--- src/rtl/status_word_pkg.sv ---
package status_word_pkg;
    localparam int WORD_W   = 8;
    localparam int RPAGE_W  = 2;
    localparam int FLAG_W   = 3;
    localparam int T_POS    = 4;
    localparam int P_POS    = 3;

    typedef struct packed {
        logic [RPAGE_W-1:0] rpage;
        logic               iopage;
        logic               t;
        logic               p;
        logic [FLAG_W-1:0]  zdc_c;
    } stat_word_t;

    localparam logic [WORD_W-1:0] RW_MASK  = ~((8'd1 << T_POS) | (8'd1 << P_POS));
    localparam logic [WORD_W-1:0] TP_RESET = (8'd1 << T_POS) | (8'd1 << P_POS);
endpackage

--- src/rtl/status_wake_flags.sv ---
module status_wake_flags (
    input  logic clk,
    input  logic rst_n,
    input  logic por_i,
    input  logic wdt_to_i,
    input  logic ext_rst_i,
    input  logic slp_exec_i,
    input  logic wdtc_exec_i,
    input  logic asleep_i,
    output logic t_o,
    output logic p_o
);
    typedef struct packed {
        logic t;
        logic p;
    } tp_t;

    tp_t st_d, st_q;

    always_comb begin
        st_d = st_q;
        if (por_i) begin
            st_d = '{t: 1'b1, p: 1'b1};
        end else if (wdt_to_i) begin
            st_d = '{t: 1'b0, p: ~asleep_i};
        end else if (ext_rst_i) begin
            if (asleep_i) st_d = '{t: 1'b1, p: 1'b0};
        end else if (slp_exec_i) begin
            st_d = '{t: 1'b1, p: 1'b0};
        end else if (wdtc_exec_i) begin
            st_d = '{t: 1'b1, p: 1'b1};
        end
    end

    always_ff @(posedge clk or negedge rst_n) begin
        if (!rst_n) st_q <= '{t: 1'b1, p: 1'b1};
        else        st_q <= st_d;
    end

    assign t_o = st_q.t;
    assign p_o = st_q.p;
endmodule

--- src/rtl/status_rw_fields.sv ---
module status_rw_fields
    import status_word_pkg::*;
(
    input  logic              clk,
    input  logic              rst_n,
    input  logic              por_i,
    input  logic              ext_rst_i,
    input  logic              wr_en_i,
    input  logic [WORD_W-1:0] wr_data_i,
    input  logic              alu_we_i,
    input  logic [FLAG_W-1:0] alu_flags_i,
    output logic [WORD_W-1:0] rw_word_o
);
    stat_word_t word_d, word_q;

    always_comb begin
        word_d = word_q;
        if (alu_we_i) word_d.zdc_c = alu_flags_i;
        if (wr_en_i)  word_d = stat_word_t'(wr_data_i & RW_MASK);
        if (ext_rst_i) begin
            word_d.rpage  = '0;
            word_d.iopage = 1'b0;
        end
        if (por_i) word_d = '0;
        word_d.t = 1'b0;
        word_d.p = 1'b0;
    end

    always_ff @(posedge clk or negedge rst_n) begin
        if (!rst_n) word_q <= '0;
        else        word_q <= word_d;
    end

    assign rw_word_o = word_q;
endmodule

--- src/rtl/status_word_reg.sv ---
module status_word_reg
    import status_word_pkg::*;
(
    input  logic              clk,
    input  logic              rst_n,
    input  logic              por_i,
    input  logic              wdt_to_i,
    input  logic              ext_rst_i,
    input  logic              slp_exec_i,
    input  logic              wdtc_exec_i,
    input  logic              asleep_i,
    input  logic              wr_en_i,
    input  logic [WORD_W-1:0] wr_data_i,
    input  logic              alu_we_i,
    input  logic [FLAG_W-1:0] alu_flags_i,
    output logic [WORD_W-1:0] rd_data_o
);
    logic              t_flag;
    logic              p_flag;
    logic [WORD_W-1:0] rw_word;

    status_wake_flags u_wake (
        .clk        (clk),
        .rst_n      (rst_n),
        .por_i      (por_i),
        .wdt_to_i   (wdt_to_i),
        .ext_rst_i  (ext_rst_i),
        .slp_exec_i (slp_exec_i),
        .wdtc_exec_i(wdtc_exec_i),
        .asleep_i   (asleep_i),
        .t_o        (t_flag),
        .p_o        (p_flag)
    );

    status_rw_fields u_rw (
        .clk        (clk),
        .rst_n      (rst_n),
        .por_i      (por_i),
        .ext_rst_i  (ext_rst_i),
        .wr_en_i    (wr_en_i),
        .wr_data_i  (wr_data_i),
        .alu_we_i   (alu_we_i),
        .alu_flags_i(alu_flags_i),
        .rw_word_o  (rw_word)
    );

    always_comb begin
        rd_data_o          = rw_word;
        rd_data_o[T_POS]   = t_flag;
        rd_data_o[P_POS]   = p_flag;
    end
endmodule

--- config.mk ---
export PLATFORM = sky130hd
export DESIGN_NAME = status_word_reg
export DESIGN_NICKNAME = d
export VERILOG_FILES = /design/src/rtl/status_word_pkg.sv /design/src/rtl/status_wake_flags.sv /design/src/rtl/status_rw_fields.sv /design/src/rtl/status_word_reg.sv
export SDC_FILE = /design/constraint.sdc
export NUM_CORES = 1
export LEC_CHECK = 0
export CORE_AREA = 2 2 39 41
export CTS_CLUSTER_DIAMETER = 50
export DETAILED_ROUTE_END_ITERATION = 12
export DIE_AREA = 0 0 41 43
export PLACE_DENSITY = 0.77
export RECOVER_POWER = 50
export SLEW_MARGIN = 10
export SYNTH_ARGS = -nofsm -noshare
export SYNTH_HDL_FRONTEND = slang
export SYNTH_SLANG_ARGS = --single-unit
export TNS_END_PERCENT = 30
--- constraint.sdc ---
create_clock -name clk -period 1.65 [get_ports clk]
set_clock_uncertainty 0.15 [all_clocks]
set_input_delay 0.33 -clock clk [delete_from_list [all_inputs] [get_ports clk]]
set_output_delay 0.33 -clock clk [all_outputs]
set_load 0.02 [all_outputs]
; ---- Yosys cells after proc, flatten, opt, wreduce, memory -nomap -nowiden
; Index checks and enable logic that the tools add are counted.
[totals]
elab_cells = 21
output_inout_bits = 8
latchBits = 0
register_bits = 8
memories = 0
inputBits = 21
ram_bits = 0
rom_bits = 0
[op_classes]
reduce_logical = 4
bitwise_logic = 1
muxes = 10
magnitude_cmp = 0
mul = 0
eq_ne = 1
div = 0
add_sub_neg = 0
shift = 0
[ops]
columns = op, n
row1 = 8-bit 2-to-1 mux, 2
row2 = 2-bit 2-to-1 mux, 6
row3 = 3-bit 2-to-1 mux, 2
row4 = 3-bit nonzero test, 2
row5 = 5-bit nonzero test, 1
row6 = 4-bit by 3-bit inequality test with 1-bit output (second input constant), 1
row7 = 2-bit AND reduction, 1
row8 = 1-bit NOT, 1

; ---- Longest topological paths before layout
; Gate-level depths: netlist (run 1).
[logic_depth]
word_depth = 5
mapped_depth = 4
depth_no_buf = 3

; ---- Hierarchy
; Synthesis (run 1) repeated with hierarchy kept, for this count alone.
[unflattened]
hier_cells = 40
hier_area_um2 = 417.9
[by_module_without_submodules]
columns = module, seq_area_each_um2, cells_per_inst, area_per_inst_um2, n_inst
row1 = status_rw_fields, 150.1, 26, 294.0, 1
row2 = status_wake_flags, 52.6, 12, 108.9, 1
row3 = status_word_reg, 0.0, 2, 15.0, 1

; ---- Least setup slack after synthesis (run 1)
; OpenSTA, ideal clock, no wires.
[synth_timing]
kind = flip-flop to output port
start = register u_wake.st_q (netlist bit u_wake.p_o)
end = output port rd_data_o[3]
path_slack_ns = 0.513
t_arrival_ns = 0.657
n_path_buf = 1
required_ns = 1.170
path_stages_with_launch = 2
cell_sequence = dfstp_2 -> buf_4
[synth_lines]
columns = element, line
row1 = start: declaration, status_wake_flags.sv:18  ; tp_t st_d, st_q;
row2 = start signal: assignment, status_wake_flags.sv:36  ; if (!rst_n) st_q <= '{t: 1'b1, p: 1'b1};
row3 = start signal: assignment, status_wake_flags.sv:37  ; else st_q <= st_d;
row4 = end: declaration, status_word_reg.sv:16  ; output logic [WORD_W-1:0] rd_data_o
; No word-level cell between the ends.

; ---- Worst setup path in the final report (run 1)
[layout_timing]
start = register u_wake.st_q (netlist bit u_wake.p_o)
end = output port rd_data_o[3]
; No word-level cell between the ends.

==> results.md, run 1 <==
- Minimum clock period: 1.58 ns
- IO buf count: 26
- RD Place Congestion: 0.699
- Multi-input logic area: 173 um2
- Worst path max stage delay: 0.55 ns
- Netlist Area Pre-Place: 399 um2
- DP HPWL: 783 um
- Warnings, synthesis: 0
- Critical path data arrival time: 1.10 ns
- Post-CTS setup buffers: 0
- Root buffer cell: clkbuf_4
- Worst-Margin Slew: 0.396 ns
- Peak supply drop: 0.363 mV
- Fin area: 696 um2
- CTS max path bufs: 2
- Sequential power share: 43.9%
- Layout area overhead: 74.3%
- Largest net degree at the start of global routing: 10
- Inst Count DP: 81
- #FFs+latches synth: 8
- DIE AREA: 0.00176 mm2
- Antenna fix cells: 0
- Initial DRT Pass Iterations: 4
- Post-synthesis sequential area ratio: 50.8%
- GRT Total Usage: 13.9%
- 1st-iter DRT viols: 8
- Syn nets: 60
- CTS sink count: 8
- Vias in the first global route: 395
- Setup violations, final: 0
- Max Cap Viol: 0
- Drt via density: 4.66
- Crit start category: register
- Final hold violations: 0
- Die Width: 41 um
- Core box area: 0.00138 mm2
- Final ANT Viol Nets: 0
- Total power: 0.490 mW
- Register area: 203 um2
- Pint: 0.369 mW
- Total clock buffers created by CTS: 3
- Initial antenna violation count: 0
- Final period utilization: 95.7%
- Wire per inst: 11.4 um
- CTS tree: yes
- Worst hold slack: 0.268 ns
- Initial Utilization: 28.8%
- Num ports: 29
- Area after DPL: 682 um2
- Cells after Synth: 39
- Cell Rows: 14
- Max-slew violations: 0
- DRC: 0
- Final Net Count: 91
- FILL cells: 142
- Buffers and inverters on the worst path: 1
- Setup TNS Final: 0 ns
- Share of cells above drive strength 1: 11.6%
- Logic gate share of total power: 23.4%
- Clock Power Share: 32.7%
- Critical path class: reg2out
- Min-Delay Path Class: in2async
- Pwr Density: 705 mW/mm2
- Gr ovfl total: 0
- H-Tree Level Count: 1
- Worst slew margin: 73.6%
- CP max stage cell: dfstp_2
- Post-synth cell types: 16
- Crit path max-delay family: flip-flops
- First-pass GRT wire length: 1610 um
- Net switching share of the total power: 24.8%
- Non-Filler Instances: 85
- Critical path cell sequence: clkdlybuf4s15_1
- CP max FO: 3
- P_leak: 0.326 nW
- Reg2reg end: u_wake.p_o
- Status: finished, final reports clean
- Die height: 43 um
- Clk_lat worst skew: 0.25 ns
- RSZ-0062 raised after global routing: no
- Worst Reg-to-Reg Cells: 3
- Reg2reg setup slack: 0.53 ns
- Mean Syn Cell Area: 10.2 um2
- Crit end category: output port
- P_sw: 0.122 mW
- Post-Route WL: 970 um
- R2r startpoint: u_wake.p_o
- Clk pin slew, worst setup/hold paths: 0.06 ns
- Routed vias: 396
- F_max: 0.633 GHz
- CP required: 1.17 ns
## per-stage QoR
step                      utilization (%)  setup slack, ns
after floorplan                         -            0.513
after global placement               49.3           0.0406
after detailed placement             49.3           0.0277
after CTS                            50.5           0.0245
after global routing                 50.3           0.0110
final                                50.3           0.0709
## state kept, by name, summed over array words and instances (netlist names)
register,flops
u_wake.p_o,1
u_rw.rw_word_o,6
u_wake.t_o,1
## power groups by stage
| stage | logic [mW] | clock network [mW] | registers [mW] |
|---|---|---|---|
| finish | 0.115 | 0.160 | 0.215 |
| global route | 0.126 | 0.185 | 0.216 |
| CTS | 0.118 | 0.172 | 0.215 |
| detailed placement | 0.125 | 0 | 0.219 |
| global placement | 0.123 | 0 | 0.218 |
| floorplan | 0.0375 | 0 | 0.227 |
## per-layer routing
metal  vias to the layer above  share of wire, %  wire length [um]  GRT usage, %
li1                        196                 -                 -             -
met1                       181                42               404          16.3
met2                        19                48               464          20.6
met3                         0                10               100          8.38
met4                         0                 0                 0          4.00
met5                         -                 0                 0             0
## worst max-delay path by stage
stage / startpoint / endpoint / slack [ns] / cells after the start
2_1_floorplan: u_wake.p_o / rd_data_o[3] / 0.51 / 1
3_3_place_gp: u_wake.p_o / rd_data_o[3] / 0.04 / 1
3_5_place_dp: u_wake.p_o / rd_data_o[3] / 0.03 / 1
4_1_cts: u_wake.p_o / rd_data_o[3] / 0.02 / 1
5_1_grt: u_wake.t_o / rd_data_o[4] / 0.01 / 1
6_report: u_wake.p_o / rd_data_o[3] / 0.07 / 1
## layout by cell type, fill, tap and decap left out
master	count
a21oi_1	1
a21oi_2	1
buf_4	2
clkbuf_1	2
clkbuf_4	3
clkdlybuf4s15_1	1
clkdlybuf4s50_1	16
dfrtp_1	6
dfstp_2	2
dlygate4sd2_1	7
dlygate4sd3_1	2
inv_1	1
mux2i_1	6
nand2_1	3
nor2_1	2
nor2b_1	4
nor3_1	4
nor4_1	1
o21ai_0	3
o31ai_1	1
or3_1	1
## area by class of cell
class,count,area share [%]
clock buffers,4,3.78
well taps,16,2.88
inverters,1,0.540
flip-flops and latches,8,29.1
repair buffers,29,38.8
multi-input cells,27,24.8
## what timing repair did
action                                 in CTS  in global routing
endpoints found under the hold margin       0                  0
gates resized for setup                     8                  1
setup endpoints to repair                   8                  1
hold buffers                                0                  0
## Yosys cell counts
master / count / share of area [%]
a21oi_1: 1 / 1.3
a21oi_2: 1 / 2.2
buf_2: 1 / 1.3
buf_4: 2 / 3.8
dfrtp_1: 6 / 38
dfstp_2: 2 / 13
inv_1: 1 / 0.94
mux2i_1: 6 / 15
nand2_1: 3 / 2.8
nor2_1: 2 / 1.9
nor2b_1: 4 / 6.3
nor3_1: 4 / 5.0
nor4_1: 1 / 1.6
o21ai_0: 3 / 3.8
o31ai_1: 1 / 1.9
or3_1: 1 / 1.6
## kinds of logic after synthesis
| logic type | share of synthesized area, % |
|---|---|
| AO/OA/AOI/OAI | 9.09 |
| flip-flops | 50.8 |
| multiplexers | 15.0 |
| AND/OR/NAND/NOR | 19.1 |
| buffers and inverters | 5.95 |
Note: power is estimated with default switching activity, not from simulation.
==> inputs of run 2 (changes only) <==
Settings changed: SETUP_SLACK_MARGIN set to 0.05.
==> results.md, run 2 (synthesis gave the netlist of run 1 again) <==
- Status: finished, final reports clean (unchanged)
- CTS max path bufs: 2 (unchanged)
- Clk_lat worst skew: 0.25 ns (about the same)
- Max reg flops: 6 (unchanged)
- Final Core Density: 50.0% (was 50.3%)
- Largest net degree at the start of global routing: 10 (unchanged)
- Layout area overhead: 73.4% (was 74.3%)
- Pre-CTS setup slack: 0.0277 ns (unchanged)
- Final period utilization: 93.8% (was 95.7%)
- FILL cells: 142 (unchanged)
- Setup TNS Final: 0 ns (unchanged)
- Num ports: 29 (unchanged)
- Commonest non-fill, non-tap cell in the layout: clkdlybuf4s50_1 (unchanged)
- F_max: 0.646 GHz (was 0.633 GHz)
- Gr ovfl total: 0 (unchanged)
- Routed vias: 396 (unchanged)
- Fin area: 692 um2 (was 696 um2)
- Worst-Margin Slew: 0.396 ns (unchanged)
- Critical path class: reg2out (unchanged)
- Share of cells above drive strength 1: 13.0% (was 11.6%)
- DRC: 0 (unchanged)
- Cell Rows: 14 (unchanged)
- # hold bufs at CTS: 0 (unchanged)
- CP max FO: 2 (was 3)
- Max-slew violations: 0 (unchanged)
- Total clock buffers created by CTS: 3 (unchanged)
- Pwr Density: 708 mW/mm2 (was 705 mW/mm2)
- H-Tree Level Count: 1 (unchanged)
- Setup violations, final: 0 (unchanged)
- Peak supply drop: 0.364 mV (was 0.363 mV)
- Crit path max-delay family: flip-flops (unchanged)
- Wire per inst: 11.4 um (about the same)
- CP max stage cell: dfstp_2 (unchanged)
- P_leak: 0.327 nW (was 0.326 nW)
- CTS sink count: 8 (unchanged)
- Area after DPL: 682 um2 (unchanged)
- Initial Utilization: 28.8% (unchanged)
- IO buf count: 26 (unchanged)
- Critical path cell sequence: clkdlybuf4s15_1 (unchanged)
- Vias in the first global route: 395 (unchanged)
- Worst path max stage delay: 0.53 ns (was 0.55 ns)
- Multi-input logic area: 173 um2 (unchanged)
- Max Cap Viol: 0 (unchanged)
- First-pass GRT wire length: 1610 um (unchanged)
- CTS tree: yes (unchanged)
- CP required: 1.17 ns (about the same)
- Final hold violations: 0 (unchanged)
- DP HPWL: 783 um (unchanged)
- DIE AREA: 0.00176 mm2 (unchanged)
- Antenna fix cells: 0 (unchanged)
- Final ANT Viol Nets: 0 (unchanged)
- Initial antenna violation count: 0 (unchanged)
- Most frequent cells in the layout: clkdlybuf4s50_1, mux2i_1, dlygate4sd2_1, dfrtp_1 (was clkdlybuf4s50_1, dlygate4sd2_1, mux2i_1, dfrtp_1)
- Post-Route WL: 971 um (was 970 um)
- Min-Delay Path Class: in2async (unchanged)
- Minimum clock period: 1.55 ns (was 1.58 ns)
- Crit end category: output port (unchanged)
- RD Place Congestion: 0.699 (unchanged)
- Die height: 43 um (unchanged)
- RSZ-0062 raised after global routing: yes (was no)
- Final Net Count: 91 (unchanged)
- GRT Total Usage: 13.9% (unchanged)
- Worst slew margin: 73.6% (unchanged)
- Critical path data arrival time: 1.07 ns (was 1.10 ns)
- Buffers and inverters on the worst path: 1 (unchanged)
- 1st-iter DRT viols: 8 (unchanged)
- Initial DRT Pass Iterations: 4 (unchanged)
- PnR worst setup slack: 0.102 ns (was 0.0709 ns)
- Root buffer cell: clkbuf_4 (unchanged)
- Crit start category: register (unchanged)
- Die Width: 41 um (unchanged)
- Register area: 203 um2 (unchanged)
- Drt via density: 4.66 (unchanged)
- Core box area: 0.00138 mm2 (unchanged)
- Clk pin slew, worst setup/hold paths: 0.06 ns (about the same)
-- run 2: changes by cell type in the layout (fill, tap and decap cells not counted) --
cell	delta
clkbuf_2	+1
dlygate4sd2_1	-1
-- run 2: final cells by class --
cell class / instances / share of cell area, %
repair buffers: 29 / 38.5
flip-flops and latches: 8 / 29.3
multi-input cells: 27 / 25.0
inverters: 1 / 0.542
clock buffers: 4 / 3.80
well taps: 16 / 2.89
-- run 2: final timing paths --
check	from	endpoint	slack [ns]	cells after the start
worst max register to register	u_wake.p_o	u_wake.p_o	0.53	3
worst min register to register	u_wake.t_o	u_wake.t_o	0.43	2
max in group asynchronous	rst_n	u_wake.p_o	0.77	1
worst max-delay path	u_wake.t_o	rd_data_o[4]	0.10	1
min in group clk	u_wake.t_o	u_wake.t_o	0.43	2
worst min-delay path	rst_n	u_rw.rw_word_o[1]	0.27	1
-- run 2: per-layer routing --
layer | GRT usage, % | wire (um) | vias to the layer above
met3 | 8.38 | 100 | 0
met2 | 20.6 | 464 | 19
met4 | 4.00 | 0 | 0
met5 | 0 | 0 | -
met1 | 16.3 | 406 | 181
li1 | - | - | 196
-- run 2: power breakdown --
group	switching [mW]	internal (mW)
logic	0.0481	0.0661
clock network	0.0679	0.0926
registers	0.00585	0.209
total	0.122	0.368
-- run 2: timing repair --
item | CTS | global route
setup endpoints to repair | 8 | 2
hold endpoints to repair | 0 | 0
setup buffers | 0 | 0
resized for setup | 9 | 2
cloned | 0 | 0
-- run 2: stage by stage --
| step | std cells | power [mW] | hold WS, ns |
|---|---|---|---|
| final | 85 | 0.490 | 0.268 |
| after global routing | 85 | 0.527 | 0.294 |
| after CTS | 85 | 0.506 | 0.203 |
| after detailed placement | 81 | 0.344 | 0.425 |
| after global placement | 81 | 0.341 | 0.409 |
| after floorplan | 39 | 0.264 | -0.116 |
